`config.mk`:
```
export PLATFORM = sky130hd
export DESIGN_NAME = flag_alu
export DESIGN_NICKNAME = d
export VERILOG_FILES = /design/src/rtl/flag_alu_pkg.sv /design/src/rtl/flag_alu_lsl.sv /design/src/rtl/flag_alu_ctrl.sv /design/src/rtl/flag_alu_dpath.sv /design/src/rtl/flag_alu.sv
export SDC_FILE = /design/constraint.sdc
export NUM_CORES = 1
export LEC_CHECK = 0
export ABC_AREA = 0
export BUFFER_PORTS_ARGS = -buffer_cell sky130_fd_sc_hd__buf_4
export CAP_MARGIN = 25
export CORE_UTILIZATION = 55
export CTS_BUF_LIST = sky130_fd_sc_hd__clkbuf_4
export CTS_CLUSTER_SIZE = 25
export DETAILED_ROUTE_END_ITERATION = 7
export GPL_TIMING_DRIVEN = 0
export PLACE_DENSITY = 0.8
export SLEW_MARGIN = 20
export SYNTH_ARGS = -nofsm -noshare
export SYNTH_HDL_FRONTEND = slang
export SYNTH_SLANG_ARGS = --single-unit
export TNS_END_PERCENT = 30
```
`constraint.sdc`:
```
create_clock -name clk -period 11.3 [get_ports clk]
set_clock_uncertainty 0.15 [all_clocks]
set_input_delay 2.26 -clock clk [delete_from_list [all_inputs] [get_ports clk]]
set_output_delay 2.26 -clock clk [all_outputs]
set_load 0.05 [all_outputs]
```
`src/rtl/flag_alu_pkg.sv`:
```
package flag_alu_pkg;

  localparam int FLAG_N = 3;
  localparam int FLAG_Z = 2;
  localparam int FLAG_C = 1;
  localparam int FLAG_V = 0;

  typedef enum logic [3:0] {
    OP_ADD = 4'd0, OP_ADC = 4'd1, OP_SUB = 4'd2, OP_SBC = 4'd3,
    OP_RSB = 4'd4, OP_AND = 4'd5, OP_EOR = 4'd6, OP_CMP = 4'd7,
    OP_CMN = 4'd8, OP_TST = 4'd9, OP_TEQ = 4'd10
  } aluOp_e;

  typedef enum logic [1:0] {
    CIN_ZERO = 2'd0,
    CIN_ONE  = 2'd1,
    CIN_FLAG = 2'd2
  } cinSel_e;

  typedef struct packed {
    logic    invA;
    logic    invB;
    cinSel_e cinSel;
    logic    selLogic;
    logic    logicXor;
    logic    wrDest;
    logic    updFlags;
  } aluStrobes_t;

endpackage

```
`src/rtl/flag_alu_lsl.sv`:
```
module flag_alu_lsl #(
  parameter int DATA_W = 32,
  localparam int SH_W = $clog2(DATA_W)
) (
  input  logic [DATA_W-1:0] din,
  input  logic [SH_W-1:0]   amt,
  output logic [DATA_W-1:0] dout,
  output logic              carryOut
);
  logic [DATA_W:0] wide;

  // One extra bit on top catches the last bit pushed out.
  assign wide     = {1'b0, din} << amt;
  assign dout     = wide[DATA_W-1:0];
  assign carryOut = (amt != '0) ? wide[DATA_W] : 1'b0;
endmodule

```
`src/rtl/flag_alu_ctrl.sv`:
```
module flag_alu_ctrl
  import flag_alu_pkg::*;
(
  input  logic        en,
  input  logic [3:0]  opCode,
  input  logic        setFlags,
  output aluStrobes_t strb
);
  always_comb begin
    strb = '{invA: 1'b0, invB: 1'b0, cinSel: CIN_ZERO, selLogic: 1'b0,
             logicXor: 1'b0, wrDest: 1'b0, updFlags: 1'b0};
    if (en) begin
      case (opCode)
        OP_ADD: begin strb.wrDest = 1'b1; strb.updFlags = setFlags; end
        OP_ADC: begin strb.cinSel = CIN_FLAG; strb.wrDest = 1'b1; strb.updFlags = setFlags; end
        OP_SUB: begin strb.invB = 1'b1; strb.cinSel = CIN_ONE; strb.wrDest = 1'b1; strb.updFlags = setFlags; end
        OP_SBC: begin strb.invB = 1'b1; strb.cinSel = CIN_FLAG; strb.wrDest = 1'b1; strb.updFlags = setFlags; end
        OP_RSB: begin strb.invA = 1'b1; strb.cinSel = CIN_ONE; strb.wrDest = 1'b1; strb.updFlags = setFlags; end
        OP_AND: begin strb.selLogic = 1'b1; strb.wrDest = 1'b1; strb.updFlags = setFlags; end
        OP_EOR: begin strb.selLogic = 1'b1; strb.logicXor = 1'b1; strb.wrDest = 1'b1; strb.updFlags = setFlags; end
        OP_CMP: begin strb.invB = 1'b1; strb.cinSel = CIN_ONE; strb.updFlags = 1'b1; end
        OP_CMN: begin strb.updFlags = 1'b1; end
        OP_TST: begin strb.selLogic = 1'b1; strb.updFlags = 1'b1; end
        OP_TEQ: begin strb.selLogic = 1'b1; strb.logicXor = 1'b1; strb.updFlags = 1'b1; end
        default: ;
      endcase
    end
  end
endmodule

```
`src/rtl/flag_alu_dpath.sv`:
```
module flag_alu_dpath
  import flag_alu_pkg::*;
#(
  parameter int DATA_W = 32,
  localparam int SH_W = $clog2(DATA_W)
) (
  input  logic              clk,
  input  logic              rstN,
  input  aluStrobes_t       strb,
  input  logic [DATA_W-1:0] opA,
  input  logic [DATA_W-1:0] opB,
  input  logic [SH_W-1:0]   shiftAmt,
  output logic [DATA_W-1:0] result,
  output logic [3:0]        flagsQ
);
  logic [DATA_W-1:0] shB, aIn, bIn, logicRes;
  logic [DATA_W:0]   sum;
  logic              shCarry, cin, arithV;
  logic [3:0]        flagsNext;

  flag_alu_lsl #(.DATA_W(DATA_W)) uLsl (
    .din(opB), .amt(shiftAmt), .dout(shB), .carryOut(shCarry)
  );

  // Shared adder: subtract forms invert one side and feed carry-in.
  assign aIn = strb.invA ? ~opA : opA;
  assign bIn = strb.invB ? ~shB : shB;

  always_comb begin
    case (strb.cinSel)
      CIN_ONE:  cin = 1'b1;
      CIN_FLAG: cin = flagsQ[FLAG_C];
      default:  cin = 1'b0;
    endcase
  end

  assign sum      = {1'b0, aIn} + {1'b0, bIn} + {{DATA_W{1'b0}}, cin};
  assign arithV   = (aIn[DATA_W-1] == bIn[DATA_W-1]) && (sum[DATA_W-1] != aIn[DATA_W-1]);
  assign logicRes = strb.logicXor ? (opA ^ shB) : (opA & shB);
  assign result   = strb.selLogic ? logicRes : sum[DATA_W-1:0];

  always_comb begin
    flagsNext[FLAG_N] = result[DATA_W-1];
    flagsNext[FLAG_Z] = (result == '0);
    if (strb.selLogic) begin
      flagsNext[FLAG_C] = (shiftAmt != '0) ? shCarry : flagsQ[FLAG_C];
      flagsNext[FLAG_V] = flagsQ[FLAG_V];
    end else begin
      flagsNext[FLAG_C] = sum[DATA_W];
      flagsNext[FLAG_V] = arithV;
    end
  end

  always_ff @(posedge clk or negedge rstN) begin
    if (!rstN)              flagsQ <= '0;
    else if (strb.updFlags) flagsQ <= flagsNext;
  end

  assert_hold_flags_R10: assert property (@(posedge clk) disable iff (!rstN)
    !strb.updFlags |=> $stable(flagsQ));

  assert_nz_track_R8: assert property (@(posedge clk) disable iff (!rstN)
    strb.updFlags |=> (flagsQ[FLAG_N] == $past(result[DATA_W-1])) &&
                      (flagsQ[FLAG_Z] == ($past(result) == '0)));

  assert_logic_v_R11: assert property (@(posedge clk) disable iff (!rstN)
    (strb.updFlags && strb.selLogic) |=> $stable(flagsQ[FLAG_V]));

  assert_logic_c_R11: assert property (@(posedge clk) disable iff (!rstN)
    (strb.updFlags && strb.selLogic && shiftAmt == '0) |=> $stable(flagsQ[FLAG_C]));
endmodule

```
`src/rtl/flag_alu.sv`:
```
module flag_alu
  import flag_alu_pkg::*;
#(
  parameter int DATA_W = 32,
  localparam int SH_W = $clog2(DATA_W)
) (
  input  logic              clk,
  input  logic              rstN,
  input  logic              en,
  input  logic [3:0]        opCode,
  input  logic              setFlags,
  input  logic [DATA_W-1:0] opA,
  input  logic [DATA_W-1:0] opB,
  input  logic [SH_W-1:0]   shiftAmt,
  output logic [DATA_W-1:0] result,
  output logic              writeDest,
  output logic [3:0]        flags
);
  aluStrobes_t strb;

  flag_alu_ctrl uCtrl (
    .en(en), .opCode(opCode), .setFlags(setFlags), .strb(strb)
  );

  flag_alu_dpath #(.DATA_W(DATA_W)) uDpath (
    .clk(clk), .rstN(rstN), .strb(strb), .opA(opA), .opB(opB),
    .shiftAmt(shiftAmt), .result(result), .flagsQ(flags)
  );

  assign writeDest = strb.wrDest;

  assert_cmp_nowrite_R9: assert property (@(posedge clk) disable iff (!rstN)
    (opCode >= 4'd7 && opCode <= 4'd10) |-> !writeDest);

  assert_idle_R12: assert property (@(posedge clk) disable iff (!rstN)
    (!en || opCode > 4'd10) |=> $stable(flags));
endmodule

```
==> impl_metrics.json <==
{
  "outcome": "finished, final reports clean",
  "preCtsSetupSlack_ns": 1.08,
  "max_freq_mhz": 96.9,
  "internal_power_w": 0.000267,
  "crit_fanout": 10,
  "startpoint_type": "input port",
  "cts_setup_buffers": 0,
  "gp_congestion": 0.993,
  "end_kind": "primary output",
  "hpwl_um": 17400,
  "root_buffer": "clkbuf_4",
  "drt_iter0_markers": 713,
  "place_area_um2": 6700,
  "setup_viol": 0,
  "detail_route.vias_per_cell": 6.75,
  "grt_max_degree": 11,
  "design_area_um2": 6720,
  "largest_reg_flops": 4,
  "drive_gt1_share_pct": 19.3,
  "synth_seq_cells": 4,
  "power_switching_share_pct": 62.9,
  "netlist.area_leader.share_pct": 14.3,
  "peakVddDrop_mv": 0.0803,
  "slew_headroom_pct": 29.1,
  "clk_pin_slew_ns": 0.04,
  "whs_path_depth": 2,
  "p_switching_w": 0.000452,
  "power.density_nw_per_um2": 107,
  "combPwrFrac_pct": 94.2,
  "worstMarginPinSlew_ns": 1.05,
  "grt_pass1_vias": 6571,
  "firstDrtPassIters": 7,
  "critPathKind": "input port to primary output",
  "finalPower_w": 0.000719,
  "dieArea_um2": 10800,
  "ys_seq_area_share_pct": 1.75,
  "clkSinkCount": 4,
  "hold_buffers": 0,
  "initial_core_util_pct": 57.6,
  "pwr-share-seq_pct": 2.9,
  "grt_pass1_wl_um": 33500,
  "routed_wl_um": 21400,
  "cts_tree": "built",
  "power.leakage_nw": 3.23,
  "drcViolationCount": 0,
  "numCtsBuffers": 3,
  "htree_levels": 1,
  "layout.nets": 1044,
  "reg2reg_depth": 14,
  "tns_ns": 0,
  "finalHoldViolCount": 0,
  "portBuffers": 110,
  "largest_register": "uDpath.flagsQ",
  "finalCritPeriodShare_pct": 91.3,
  "ant_nets": 0,
  "ys.flop_type": "dfrtp_1",
  "area_growth_pct": 17.8,
  "rsz0062_at_grt": "no",
  "synth_edf_count": 0,
  "vias": 6960,
  "die_h_um": 104,
  "worst-r2r-setup-slack_ns": 6.70,
  "clockPowerShare_pct": 2.8,
  "rows": 36,
  "crit_required_ns": 8.89,
  "avgSynthCellArea_um2": 7.27,
  "detail_route.wl_per_cell_um": 20.7,
  "worstSkewPairLatency_ns": 0.25,
  "syn_nets": 929,
  "yosysWarningCount": 0,
  "die-width_um": 104,
  "synth_area_um2": 5710,
  "critPathArrivalTime_ns": 7.91,
  "synthCells": 785,
  "synth_area_leaders": "ha_1 14%, mux2i_1 7.4%, xnor2_1 6.8%, mux4_2 6.7%, xor2_1 6.1%",
  "maxSlewViolCount": 0,
  "synthArstFlopShare_pct": 100,
  "gr-usage-all-layers_pct": 38.3,
  "synth_largest_area_cell": "ha_1",
  "core-area_um2": 9910,
  "cap_violations": 0,
  "antenna_cells": 0,
  "post_cts_resized": 0,
  "grt_overflow": 0,
  "antenna_found_initial": 0,
  "period_needed_ns": 10.32,
  "hold_path_class": "flop to flop",
  "clock_path_buffers": 2,
  "synth_cell_types": 71,
  "io-pin-count": 114,
  "reg_top3": "uDpath.flagsQ: 4 flops",
  "setup_slack_ns": 0.979
}
## synth_stat cells, types with 4 or more instances
cell and number:
a21oi_1 46, xor2_1 40, nor3_1 22, inv_1 14, o21ai_0 52, ha_1 65
and2_1 6, buf_2 8, nand3_1 11, nor2b_1 6, mux2i_1 42, nand4_1 9
buf_1 9, or3_1 10, nand2b_1 16, dfrtp_1 4, and3_1 9, mux4_2 17
o211ai_1 16, o31ai_1 5, a2111oi_0 5, xnor2_1 44, or4_1 4, o22ai_1 11
a211oi_1 11, o211a_1 4, a31oi_1 9, nand2_1 89, or2_2 4, a211o_1 4
o21a_1 13, a311oi_1 4, mux2_2 13, a21o_1 13, clkbuf_1 32, nor2_1 64
## logic make-up (layout without fill, tap and decap cells)
| group | Yosys count | count (layout) | synth area share (%) |
|---|---|---|---|
| XOR/XNOR | 84 | 84 | 12.9 |
| buffers and inverters | 70 | 183 | 5.26 |
| AND/OR/NAND/NOR | 259 | 259 | 21.4 |
| adder cells (fa/ha/maj) | 67 | 67 | 15.0 |
| multiplexers | 75 | 75 | 17.4 |
| AO/OA/AOI/OAI | 226 | 226 | 26.3 |
| flip-flops | 4 | 4 | 1.75 |
## per-stage QoR
step | util [%] | hold WS [ns] | instances
2_1_floorplan | - | 0.595 | 785
3_3_place_gp | 67.6 | 0.336 | 1028
3_5_place_dp | 67.6 | 0.361 | 1028
4_1_cts | 67.8 | 0.378 | 1031
5_1_grt | 67.8 | 0.406 | 1031
6_report | 67.8 | 0.374 | 1031
## placed cells by master (no fill, tap or decap), drive strengths merged, types with 17 or more instances in the layout
| cell type | instances |
|---|---|
| buf | 132 |
| nand2 | 89 |
| ha | 65 |
| nor2 | 64 |
| o21ai | 55 |
| a21oi | 48 |
| xnor2 | 44 |
| mux2i | 42 |
| xor2 | 40 |
| clkbuf | 36 |
| nor3 | 23 |
| mux4 | 17 |
| o211ai | 17 |
## per-layer routing
metal / part of all wire [%] / vias up / global-route usage, % / routed length (um)
met5: 0 / - / 0 / 0
met4: 5.1 / 0 / 17.8 / 1080
met3: 9.7 / 91 / 3.01 / 2070
met2: 47 / 512 / 66.2 / 9970
met1: 39 / 3198 / 48.3 / 8270
li1: - / 3159 / - / -
## worst max-delay path, cell delays in order
cell	delay, ns
buf_4	0.10
buf_1	0.52
clkbuf_1	0.52
a211oi_1	0.16
a21oi_1	0.20
nand2_1	0.08
o21a_1	0.18
mux2_2	0.33
nor2_1	0.29
xor2_1	0.11
ha_1	0.43
a21oi_1	0.31
o21ai_1	0.16
a211oi_1	0.46
o21a_1	0.29
o2111ai_1	0.22
a211o_1	0.34
a31oi_1	0.31
xnor2_1	0.13
a21o_1	0.20
buf_4	0.12
buf_4	0.18
## path summary, 6_finish.rpt
| path | start | endpoint |
|---|---|---|
| hold reg to reg | uDpath.flagsQ[0] | uDpath.flagsQ[0] |
| setup reg to reg | uDpath.flagsQ[1] | uDpath.flagsQ[2] |
| hold / removal | uDpath.flagsQ[0] | uDpath.flagsQ[0] |
| min in group asynchronous | rstN | uDpath.flagsQ[1] |
| setup / recovery | shiftAmt[0] | result[31] |
| max in group asynchronous | rstN | uDpath.flagsQ[2] |
## power groups by stage
| stage | clock network (W) | registers [W] | logic, W |
|---|---|---|---|
| 2_1_floorplan | 0 | 0.0000350 | 0.000457 |
| 3_3_place_gp | 0 | 0.0000208 | 0.000648 |
| 3_5_place_dp | 0 | 0.0000212 | 0.000658 |
| 4_1_cts | 0.0000200 | 0.0000209 | 0.000661 |
| 5_1_grt | 0.0000211 | 0.0000215 | 0.000716 |
| 6_report | 0.0000204 | 0.0000211 | 0.000678 |
## final cells by class
| type | count | area [um^2] |
|---|---|---|
| Multi-Input combinational cell | 711 | 5310 |
| Fill cell | 815 | 3190 |
| Timing Repair Buffer | 110 | 826 |
| Buffer | 55 | 244 |
| Tap cell | 133 | 166 |
| Sequential cell | 4 | 100 |
| Inverter | 15 | 56.3 |
| Clock buffer | 3 | 22.5 |
Note: power is estimated with default switching activity, not from simulation.
